==> src/rtl/upcmp_timer_pkg.sv <==
`timescale 1ns/1ps
// Package: shared register selects and control-bit positions for the
// up-counting compare timer. Assumes a 2-bit register select.
package upcmp_timer_pkg;
    localparam int SEL_W = 2;

    typedef enum logic [SEL_W-1:0] {
        SEL_CTRL = 2'd0,
        SEL_TERM = 2'd1,
        SEL_CNT  = 2'd2,
        SEL_NONE = 2'd3
    } reg_sel_e;

    localparam int CTRL_RUN_BIT     = 0;
    localparam int CTRL_RESTART_BIT = 1;
endpackage

==> src/rtl/upcmp_ctrl_reg.sv <==
`timescale 1ns/1ps
// Module: control word of the timer (run enable and restart mode).
// Assumes: a software write wins over the hardware clear of run enable
// that a one-shot match requests in the same cycle.
module upcmp_ctrl_reg
    import upcmp_timer_pkg::*;
#(
    parameter int DATA_W = 32
) (
    input  logic              clk,
    input  logic              rst_n,
    input  logic              wr_ctrl_i,
    input  logic [DATA_W-1:0] wdata_i,
    input  logic              match_i,
    output logic              run_o,
    output logic              restart_o
);
    // Purpose: hold run/restart; software write first, then one-shot clear.
    always_ff @(posedge clk) begin
        if (!rst_n) begin
            run_o     <= 1'b0;
            restart_o <= 1'b0;
        end else if (wr_ctrl_i) begin
            run_o     <= wdata_i[CTRL_RUN_BIT];
            restart_o <= wdata_i[CTRL_RESTART_BIT];
        end else if (match_i && !restart_o) begin
            run_o <= 1'b0;
        end
    end

    // a one-shot match with no control write stops the timer.
    assert_oneshot_stop_R4: assert property (@(posedge clk) disable iff (!rst_n)
        (match_i && !restart_o && !wr_ctrl_i) |=> !run_o);

    // a control write in a match cycle sets run exactly as written.
    assert_ctrl_write_wins_R8: assert property (@(posedge clk) disable iff (!rst_n)
        wr_ctrl_i |=> (run_o == $past(wdata_i[CTRL_RUN_BIT])));
endmodule

==> src/rtl/upcmp_count_path.sv <==
`timescale 1ns/1ps
// Module: counter and terminal-value registers plus match detection.
// Assumes: run enable and restart mode come from the control register;
// a counter write wins over every hardware update in the same cycle.
module upcmp_count_path #(
    parameter int CNT_W = 32
) (
    input  logic             clk,
    input  logic             rst_n,
    input  logic             wr_cnt_i,
    input  logic             wr_term_i,
    input  logic [CNT_W-1:0] wdata_i,
    input  logic             run_i,
    input  logic             restart_i,
    output logic [CNT_W-1:0] cnt_o,
    output logic [CNT_W-1:0] term_o,
    output logic             match_o
);
    localparam logic [CNT_W-1:0] CNT_ONE  = CNT_W'(1);
    localparam logic [CNT_W-1:0] CNT_ZERO = '0;

    // Purpose: flag a cycle in which a running count sits on the terminal value.
    always_comb begin
        match_o = run_i && (cnt_o == term_o);
    end

    // Purpose: terminal-value register, loaded only by software.
    always_ff @(posedge clk) begin
        if (!rst_n)
            term_o <= CNT_ZERO;
        else if (wr_term_i)
            term_o <= wdata_i;
    end

    // Purpose: counter; software write, then match handling, then increment.
    always_ff @(posedge clk) begin
        if (!rst_n)
            cnt_o <= CNT_ZERO;
        else if (wr_cnt_i)
            cnt_o <= wdata_i;
        else if (match_o) begin
            if (restart_i)
                cnt_o <= CNT_ZERO;
        end else if (run_i)
            cnt_o <= cnt_o + CNT_ONE;
    end

    // a running, unmatched, unwritten counter steps by one.
    assert_step_one_R3: assert property (@(posedge clk) disable iff (!rst_n)
        (run_i && !match_o && !wr_cnt_i) |=> (cnt_o == $past(cnt_o) + CNT_ONE));

    // a stopped, unwritten counter holds.
    assert_hold_stopped_R3: assert property (@(posedge clk) disable iff (!rst_n)
        (!run_i && !wr_cnt_i) |=> $stable(cnt_o));

    // a periodic match restarts the count at zero.
    assert_restart_zero_R5: assert property (@(posedge clk) disable iff (!rst_n)
        (match_o && restart_i && !wr_cnt_i) |=> (cnt_o == CNT_ZERO));

    // a counter write lands regardless of hardware activity.
    assert_cnt_write_wins_R7: assert property (@(posedge clk) disable iff (!rst_n)
        wr_cnt_i |=> (cnt_o == $past(wdata_i)));
endmodule

==> src/rtl/upcmp_irq_pulse.sv <==
`timescale 1ns/1ps
// Module: registers the match flag into the interrupt output.
// Assumes: the match flag is combinational; the pulse follows it by one cycle.
module upcmp_irq_pulse (
    input  logic clk,
    input  logic rst_n,
    input  logic match_i,
    output logic irq_o
);
    // Purpose: one-cycle interrupt for each match cycle.
    always_ff @(posedge clk) begin
        if (!rst_n)
            irq_o <= 1'b0;
        else
            irq_o <= match_i;
    end

    // each match is followed by an interrupt cycle.
    assert_irq_after_match_R6: assert property (@(posedge clk) disable iff (!rst_n)
        match_i |=> irq_o);

    // no interrupt without a preceding match.
    assert_no_spurious_irq_R6: assert property (@(posedge clk) disable iff (!rst_n)
        !match_i |=> !irq_o);
endmodule

==> src/rtl/upcmp_timer.sv <==
`timescale 1ns/1ps
// Module: top of the up-counting compare timer. It decodes the register
// port, instantiates the control, count and interrupt stages, and muxes
// read data. Assumes: single-cycle writes, combinational reads.
module upcmp_timer
    import upcmp_timer_pkg::*;
#(
    parameter int CNT_W = 32
) (
    input  logic             clk,
    input  logic             rst_n,
    input  logic             wr_en,
    input  logic [1:0]       wr_addr,
    input  logic [CNT_W-1:0] wr_data,
    input  logic [1:0]       rd_addr,
    output logic [CNT_W-1:0] rd_data,
    output logic             irq
);
    localparam int CTRL_PAD = CNT_W - 2;

    logic             wr_ctrl, wr_term, wr_cnt;
    logic             run, restart, match;
    logic [CNT_W-1:0] cnt, term;

    // Purpose: decode the write strobe into per-register loads.
    always_comb begin
        wr_ctrl = wr_en && (reg_sel_e'(wr_addr) == SEL_CTRL);
        wr_term = wr_en && (reg_sel_e'(wr_addr) == SEL_TERM);
        wr_cnt  = wr_en && (reg_sel_e'(wr_addr) == SEL_CNT);
    end

    upcmp_ctrl_reg #(.DATA_W(CNT_W)) ctrl_i (
        .clk       (clk),
        .rst_n     (rst_n),
        .wr_ctrl_i (wr_ctrl),
        .wdata_i   (wr_data),
        .match_i   (match),
        .run_o     (run),
        .restart_o (restart)
    );

    upcmp_count_path #(.CNT_W(CNT_W)) count_i (
        .clk       (clk),
        .rst_n     (rst_n),
        .wr_cnt_i  (wr_cnt),
        .wr_term_i (wr_term),
        .wdata_i   (wr_data),
        .run_i     (run),
        .restart_i (restart),
        .cnt_o     (cnt),
        .term_o    (term),
        .match_o   (match)
    );

    upcmp_irq_pulse irq_i (
        .clk     (clk),
        .rst_n   (rst_n),
        .match_i (match),
        .irq_o   (irq)
    );

    // Purpose: select the register shown on the read port.
    always_comb begin
        case (reg_sel_e'(rd_addr))
            SEL_CTRL: rd_data = {{CTRL_PAD{1'b0}}, restart, run};
            SEL_TERM: rd_data = term;
            SEL_CNT:  rd_data = cnt;
            default:  rd_data = '0;
        endcase
    end
endmodule

==> config.mk <==
export PLATFORM = sky130hd
export DESIGN_NAME = upcmp_timer
export DESIGN_NICKNAME = d
export VERILOG_FILES = /design/src/rtl/upcmp_timer_pkg.sv /design/src/rtl/upcmp_ctrl_reg.sv /design/src/rtl/upcmp_count_path.sv /design/src/rtl/upcmp_irq_pulse.sv /design/src/rtl/upcmp_timer.sv
export SDC_FILE = /design/constraint.sdc
export NUM_CORES = 1
export LEC_CHECK = 0
export CAP_MARGIN = 5
export CELL_PAD_IN_SITES_DETAIL_PLACEMENT = 0
export CELL_PAD_IN_SITES_GLOBAL_PLACEMENT = 1
export CORE_MARGIN = 1.5
export CORE_UTILIZATION = 39
export CTS_CLUSTER_DIAMETER = 40
export DETAILED_ROUTE_END_ITERATION = 12
export GPL_TIMING_DRIVEN = 0
export PLACE_DENSITY = 0.78
export SLEW_MARGIN = 40
export SYNTH_ARGS = -nofsm -noshare
export SYNTH_HDL_FRONTEND = slang
export SYNTH_SLANG_ARGS = --single-unit
export TNS_END_PERCENT = 100
==> constraint.sdc <==
create_clock -name clk -period 3.2 [get_ports clk]
set_input_delay 0.96 -clock clk [delete_from_list [all_inputs] [get_ports clk]]
set_output_delay 0.96 -clock clk [all_outputs]
set_load 0.02 [all_outputs]
==> results.json, run 1 <==
{
  "status": "finished, final reports clean",
  "netlist_area_um2": 4030,
  "synthFlopType": "dfxtp_1",
  "timing.fmax_ghz": 0.315,
  "hold_class": "reg -> reg",
  "maxSlewHeadroom": 0.513,
  "hold_viol_final": 0,
  "power_leakage_nw": 1.94,
  "io_buffers": 71,
  "r2r_start": "count_i.cnt_o[17]",
  "drive_gt1_frac": 0.129,
  "finClkSkew_ns": 0.0120,
  "detail_route.first_pass.iterations": 5,
  "area_growth_pct": 28.8,
  "antennaDiodeCount": 0,
  "rsz0062_at_grt": "no",
  "hpwl_mm": 10.8,
  "design_area_um2": 5180,
  "dr_total_vias": 4352,
  "ant_nets": 0,
  "core_um2": 9910,
  "cts_sinks": 67,
  "holdPathStages": 2,
  "min-delay-start": "count_i.term_o[13]",
  "arrival_ns": 2.21,
  "io_pins": 72,
  "worstReg2RegEnd": "count_i.cnt_o[18]",
  "gp_congestion": 0.906,
  "syn_nets": 557,
  "finalCritPeriodShare": 0.992,
  "cts_setup_buffers": 0,
  "final_net_count": 639,
  "async_flop_share": 0,
  "clkTransAtPathRegs_ns": 0.08,
  "reg2reg_depth": 9,
  "maxCapViolations": 0,
  "die_area_um2": 10900,
  "reg2reg_slack_ns": 0.43,
  "path_max_fanout": 10,
  "synthTopCellsByCount": "nand2_1 (112), dfxtp_1 (67), a21oi_1 (45)",
  "cts_buffer_depth": 2,
  "ir_drop_mv": 0.151,
  "antenna_found_initial": 0,
  "ys_seq_area_frac": 0.333,
  "period_minus_slack_ns": 3.17,
  "grt_start_max_net_pins": 11,
  "end_kind": "output port",
  "clk_latency_ns": 0.35,
  "utilization": 0.523,
  "grt_pass1_wl_mm": 23.7,
  "grt_overflow": 0,
  "p_per_area_nw_per_um2": 364,
  "drv_slew": 0,
  "max_slew.worst_pin.slew_ns": 0.731,
  "drcViolationCount": 0,
  "avgRoutedWirePerCell_um": 20.9,
  "root_buffer": "clkbuf_8",
  "cp.required_ns": 2.24,
  "fp.dieW_um": 105,
  "synth.area.top_cells": "dfxtp_1 (33%), nand2_1 (10%), a22o_1 (7.4%), xor2_1 (5.7%), a21oi_1 (5.6%)",
  "holdBufCountCts": 0,
  "via_per_inst": 5.91,
  "synth_warnings": 0,
  "grt_usage": 0.284,
  "first_iter_violations": 268,
  "dp_cells": 721,
  "cts_made_buffers": 9,
  "cp-start-kind": "primary input",
  "synth_top_area_share": 0.333,
  "wl_mm": 15.4,
  "cts.repair.resized": 115,
  "synth_seq_cells": 67,
  "post_dp_cell_area_um2": 4910,
  "fin_total_pwr_mw": 1.89,
  "final_cell_count_no_fill": 736,
  "syn_inst": 517,
  "initial_core_util": 0.406,
  "rows": 36,
  "cts.htree.levels": 3,
  "grt_pass1_vias": 4146,
  "criticalPathCategory": "in -> out",
  "whs_endpoint": "count_i.term_o[13]",
  "crit_start": "rd_addr[1]",
  "finalSetupViolCount": 0,
  "synth_area_per_cell_um2": 7.79,
  "synth.most_common_cell": "nand2_1",
  "finalSetupTns_ns": 0,
  "synth_cell_types": 62,
  "synth_edf_count": 0,
  "synth_top_cell_by_area": "dfxtp_1",
  "cts_tree": "built",
  "dieHeight_um": 105
}
critical path, cell delays in order:
cell             delay (ns)
clkdlybuf4s15_1        0.24
nor2b_2                0.19
clkbuf_8               0.16
clkbuf_16              0.18
a22o_1                 0.22
clkdlybuf4s15_2        0.26
final cells by class:
class | count | area [µm²]
plain buffers | 42 | 289
clock buffers | 12 | 145
clock inverters | 3 | 15.0
fillers | 991 | 4730
inverters | 9 | 33.8
multi-input cells | 399 | 2480
flip-flops and latches | 67 | 1340
well taps | 133 | 166
repair buffers | 71 | 708
cell usage in the layout, fill, tap and decap left out, types with 3 or more instances in the layout:
cell type | Yosys | layout
a21oi_1 | 45 | 45
dfxtp_1 | 67 | 67
clkbuf_8 | 0 | 14
o21ai_0 | 13 | 13
o211ai_1 | 9 | 9
and3_1 | 7 | 7
a22o_1 | 34 | 34
o311ai_0 | 12 | 12
a221oi_1 | 8 | 8
nor2_1 | 14 | 14
nand2_1 | 112 | 112
buf_2 | 10 | 13
mux2i_1 | 5 | 5
clkdlybuf4s50_1 | 0 | 37
or3_1 | 4 | 4
inv_1 | 9 | 9
nand4_1 | 4 | 4
xor2_1 | 26 | 26
clkbuf_1 | 27 | 19
a32o_1 | 4 | 4
xnor2_1 | 6 | 6
clkbuf_16 | 0 | 3
clkbuf_2 | 0 | 5
and4_1 | 4 | 4
nor3_1 | 10 | 10
clkinv_2 | 0 | 3
nor4_1 | 15 | 15
buf_4 | 3 | 3
nand3_1 | 21 | 21
clkdlybuf4s15_2 | 0 | 19
clkdlybuf4s15_1 | 0 | 9
metal layers:
| layer | track usage | share of wire | wire, µm |
|---|---|---|---|
| met1 | 0.391 | 0.44 | 6840 |
| met2 | 0.454 | 0.46 | 7050 |
| met3 | 0.0331 | 0.072 | 1100 |
| met4 | 0.113 | 0.025 | 385 |
| met5 | 0 | 0 | 0 |
report_power, final:
group          total, mW  switching (mW)  internal (mW)
combinational      0.363           0.215          0.148
clock              0.634           0.338          0.295
sequential         0.891          0.0299          0.861
total               1.89           0.583           1.30
flip-flops by register name, indices dropped and copies added (netlist names):
register,flops
count_i.term_o,32
irq_i.irq_o,1
ctrl_i.restart_o,1
count_i.cnt_o,32
ctrl_i.run_o,1
per-stage QoR:
step	hold slack (ns)	setup slack [ns]
floorplan	0.460	0.426
CTS	0.485	0.0167
global placement	0.470	-1.14
global route	0.509	0.00519
detailed placement	0.475	-1.10
finish	0.485	0.0252
how the worst max path moves through the flow:
stage,endpoint,slack (ns),depth (start not counted)
after floorplan,rd_data[0],0.43,5
after global placement,rd_data[22],-1.14,6
after detailed placement,rd_data[14],-1.10,6
after CTS,rd_data[22],0.02,6
after global routing,rd_data[7],0.005,6
final,rd_data[22],0.03,6
cells by family (layout without fill, tap and decap cells):
family,after synthesis,after routing,share of synthesized area
and+or+nand+nor,218,218,0.270
AOI/OAI and AO/OA,143,143,0.259
DFF,67,67,0.333
buffers and inverters,51,137,0.0535
xor gates and xnor gates,32,32,0.0696
muxes,5,5,0.0124
adders and majority gates,1,1,0.00311
Note: power is estimated with default switching activity, not from simulation.
==> run 2: changes to the inputs <==
CAP_MARGIN = unset   (was 5)
==> results of run 2 <==
The final DEF is identical to that of run 1; final timing and power are the same.
==> run 3: changes to the inputs <==
SETUP_SLACK_MARGIN = 0.4   (was unset)
==> run 3 against run 2 <==
  * Die area stayed put
  * Global-route usage is 1.4 points higher
  * Wire length is 5.2% higher
  * Sequential cell count stayed put
  * Total power is 3.1% higher
  * Sequential power hardly changed
  * Core utilization is 2.9 points higher
  * Critical endpoint is now rd_data[14]
==> results.json, run 3 (synthesis gave the netlist of run 1 again) <==
{
  "die_area_um2": 10900,
  "maxCapViolations": 0,
  "fp.dieW_um": 105,
  "area_growth_pct": 35.8,
  "end_kind": "output port",
  "reg.largest.list": "count_i.cnt_o (32), count_i.term_o (32)",
  "cts_sinks": 67,
  "finalSetupTns_ns": 0,
  "drcViolationCount": 0,
  "final_cell_count_no_fill": 747,
  "pre_cts_ws_ns": -1.10,
  "grt_usage": 0.299,
  "hold_class": "reg -> reg",
  "clkTransAtPathRegs_ns": 0.07,
  "io_pins": 72,
  "status": "finished, final reports clean",
  "crit_top_cell": "buf_6",
  "first_iter_violations": 421,
  "grt_start_max_net_pins": 11,
  "period_minus_slack_ns": 2.86,
  "finalSetupViolCount": 0,
  "timing.fmax_ghz": 0.350,
  "fin_total_pwr_mw": 1.95,
  "antenna_found_initial": 0,
  "cts.htree.levels": 3,
  "io_buffers": 71,
  "holdBufCountCts": 0,
  "gp_congestion": 0.906,
  "drv_slew": 0,
  "grt_overflow": 0,
  "grt_pass1_vias": 4264,
  "mostFrequentLayoutCells": "nand2_1 (109), dfxtp_1 (67), a21oi_1 (45)",
  "worst_path_max_delay_cell": "nor2b_4",
  "clk_latency_ns": 0.36,
  "rsz0062_at_grt": "yes",
  "core_um2": 9910,
  "drive_gt1_frac": 0.176,
  "cp_cell_sequence": "buf_8 > nor2b_4 > buf_6 > clkbuf_16 > a22o_1 > buf_6",
  "crit_buf_inv": 4,
  "ant_nets": 0,
  "dp_cells": 721,
  "final_common_cell": "nand2_1",
  "cts_tree": "built",
  "finalCritPeriodShare": 0.893,
  "path_max_fanout": 5,
  "wl_mm": 16.2,
  "utilization": 0.552,
  "rows": 36,
  "root_buffer": "clkbuf_8",
  "via_per_inst": 5.92,
  "dieHeight_um": 105,
  "arrival_ns": 1.90,
  "maxSlewHeadroom": 0.500,
  "setup_ws_ns": 0.342,
  "cp.required_ns": 2.24,
  "final_net_count": 650,
  "grt_pass1_wl_mm": 24.8,
  "initial_core_util": 0.406,
  "cp-start-kind": "primary input",
  "max_slew.worst_pin.slew_ns": 0.749,
  "cts_buffer_depth": 2,
  "p_per_area_nw_per_um2": 356,
  "ir_drop_mv": 0.159,
  "dr_total_vias": 4423,
  "detail_route.first_pass.iterations": 5,
  "cp_top_family": "buffers and inverters",
  "antennaDiodeCount": 0,
  "hpwl_mm": 10.8,
  "power_leakage_nw": 2.13,
  "max_stage_delay_ns": 0.21,
  "cts_made_buffers": 9,
  "finClkSkew_ns": 0.0152,
  "hold_viol_final": 0,
  "criticalPathCategory": "in -> out",
  "avgRoutedWirePerCell_um": 21.7
}
[run 3: cell types whose count changed in the layout (fill, tap and decap cells not counted), moves of 3 or more]
cell	previous run	this run
buf_4	3	9
buf_6	0	30
buf_8	0	4
clkbuf_16	3	10
clkbuf_8	14	10
clkdlybuf4s15_1	9	0
clkdlybuf4s15_2	19	0
nand2_1	112	109
nand2_2	0	3
[run 3: layout make-up]
class | count | area (µm²)
inverters | 9 | 33.8
multi-input cells | 399 | 2530
well taps | 133 | 166
flip-flops and latches | 67 | 1340
clock inverters | 3 | 15.0
fillers | 961 | 4440
repair buffers | 82 | 898
plain buffers | 42 | 337
clock buffers | 12 | 145
[run 3: worst min-delay path, delay by kind of cell (launching register included)]
family / cells / cell delay, ns
and+or+nand+nor: 1 / 0.06
AOI/OAI and AO/OA: 1 / 0.05
DFF: 1 / 0.33
[run 3: timing repair]
item,4_1_cts,5_1_grt
pin swaps,11,12
cloned,5,0
endpoints found under the setup margin,54,61
buffers inserted,3,3
resized for setup,243,16
[run 3: layer usage]
layer  track usage  wire (µm)  part of all wire
met5       0.00952          0                 0
met4         0.123        435             0.027
met3        0.0387       1330             0.082
met2         0.480       7410              0.46
met1         0.404       7010              0.43
[run 3: where the power goes]
part	leakage (nW)	total (mW)	internal, mW	switching, mW
Sequential	0.544	0.892	0.861	0.0308
Clock	0.0860	0.642	0.296	0.347
Combinational	1.49	0.413	0.182	0.231
Total	2.13	1.95	1.34	0.609
[run 3: through the flow]
stage	hold WS, ns	area, µm²
finish	0.486	5470
global route	0.509	5470
CTS	0.485	5400
detailed placement	0.475	4910
global placement	0.470	4900
floorplan	0.460	4030
[run 3: worst paths after layout]
kind / from / cells after the start / slack, ns / end
worst max register to register: count_i.cnt_o[17] / 9 / 0.52 / count_i.cnt_o[23]
worst min register to register: count_i.term_o[24] / 2 / 0.49 / count_i.term_o[24]
worst min-delay path: count_i.term_o[24] / 2 / 0.49 / count_i.term_o[24]
worst max-delay path: rd_addr[0] / 6 / 0.34 / rd_data[14]
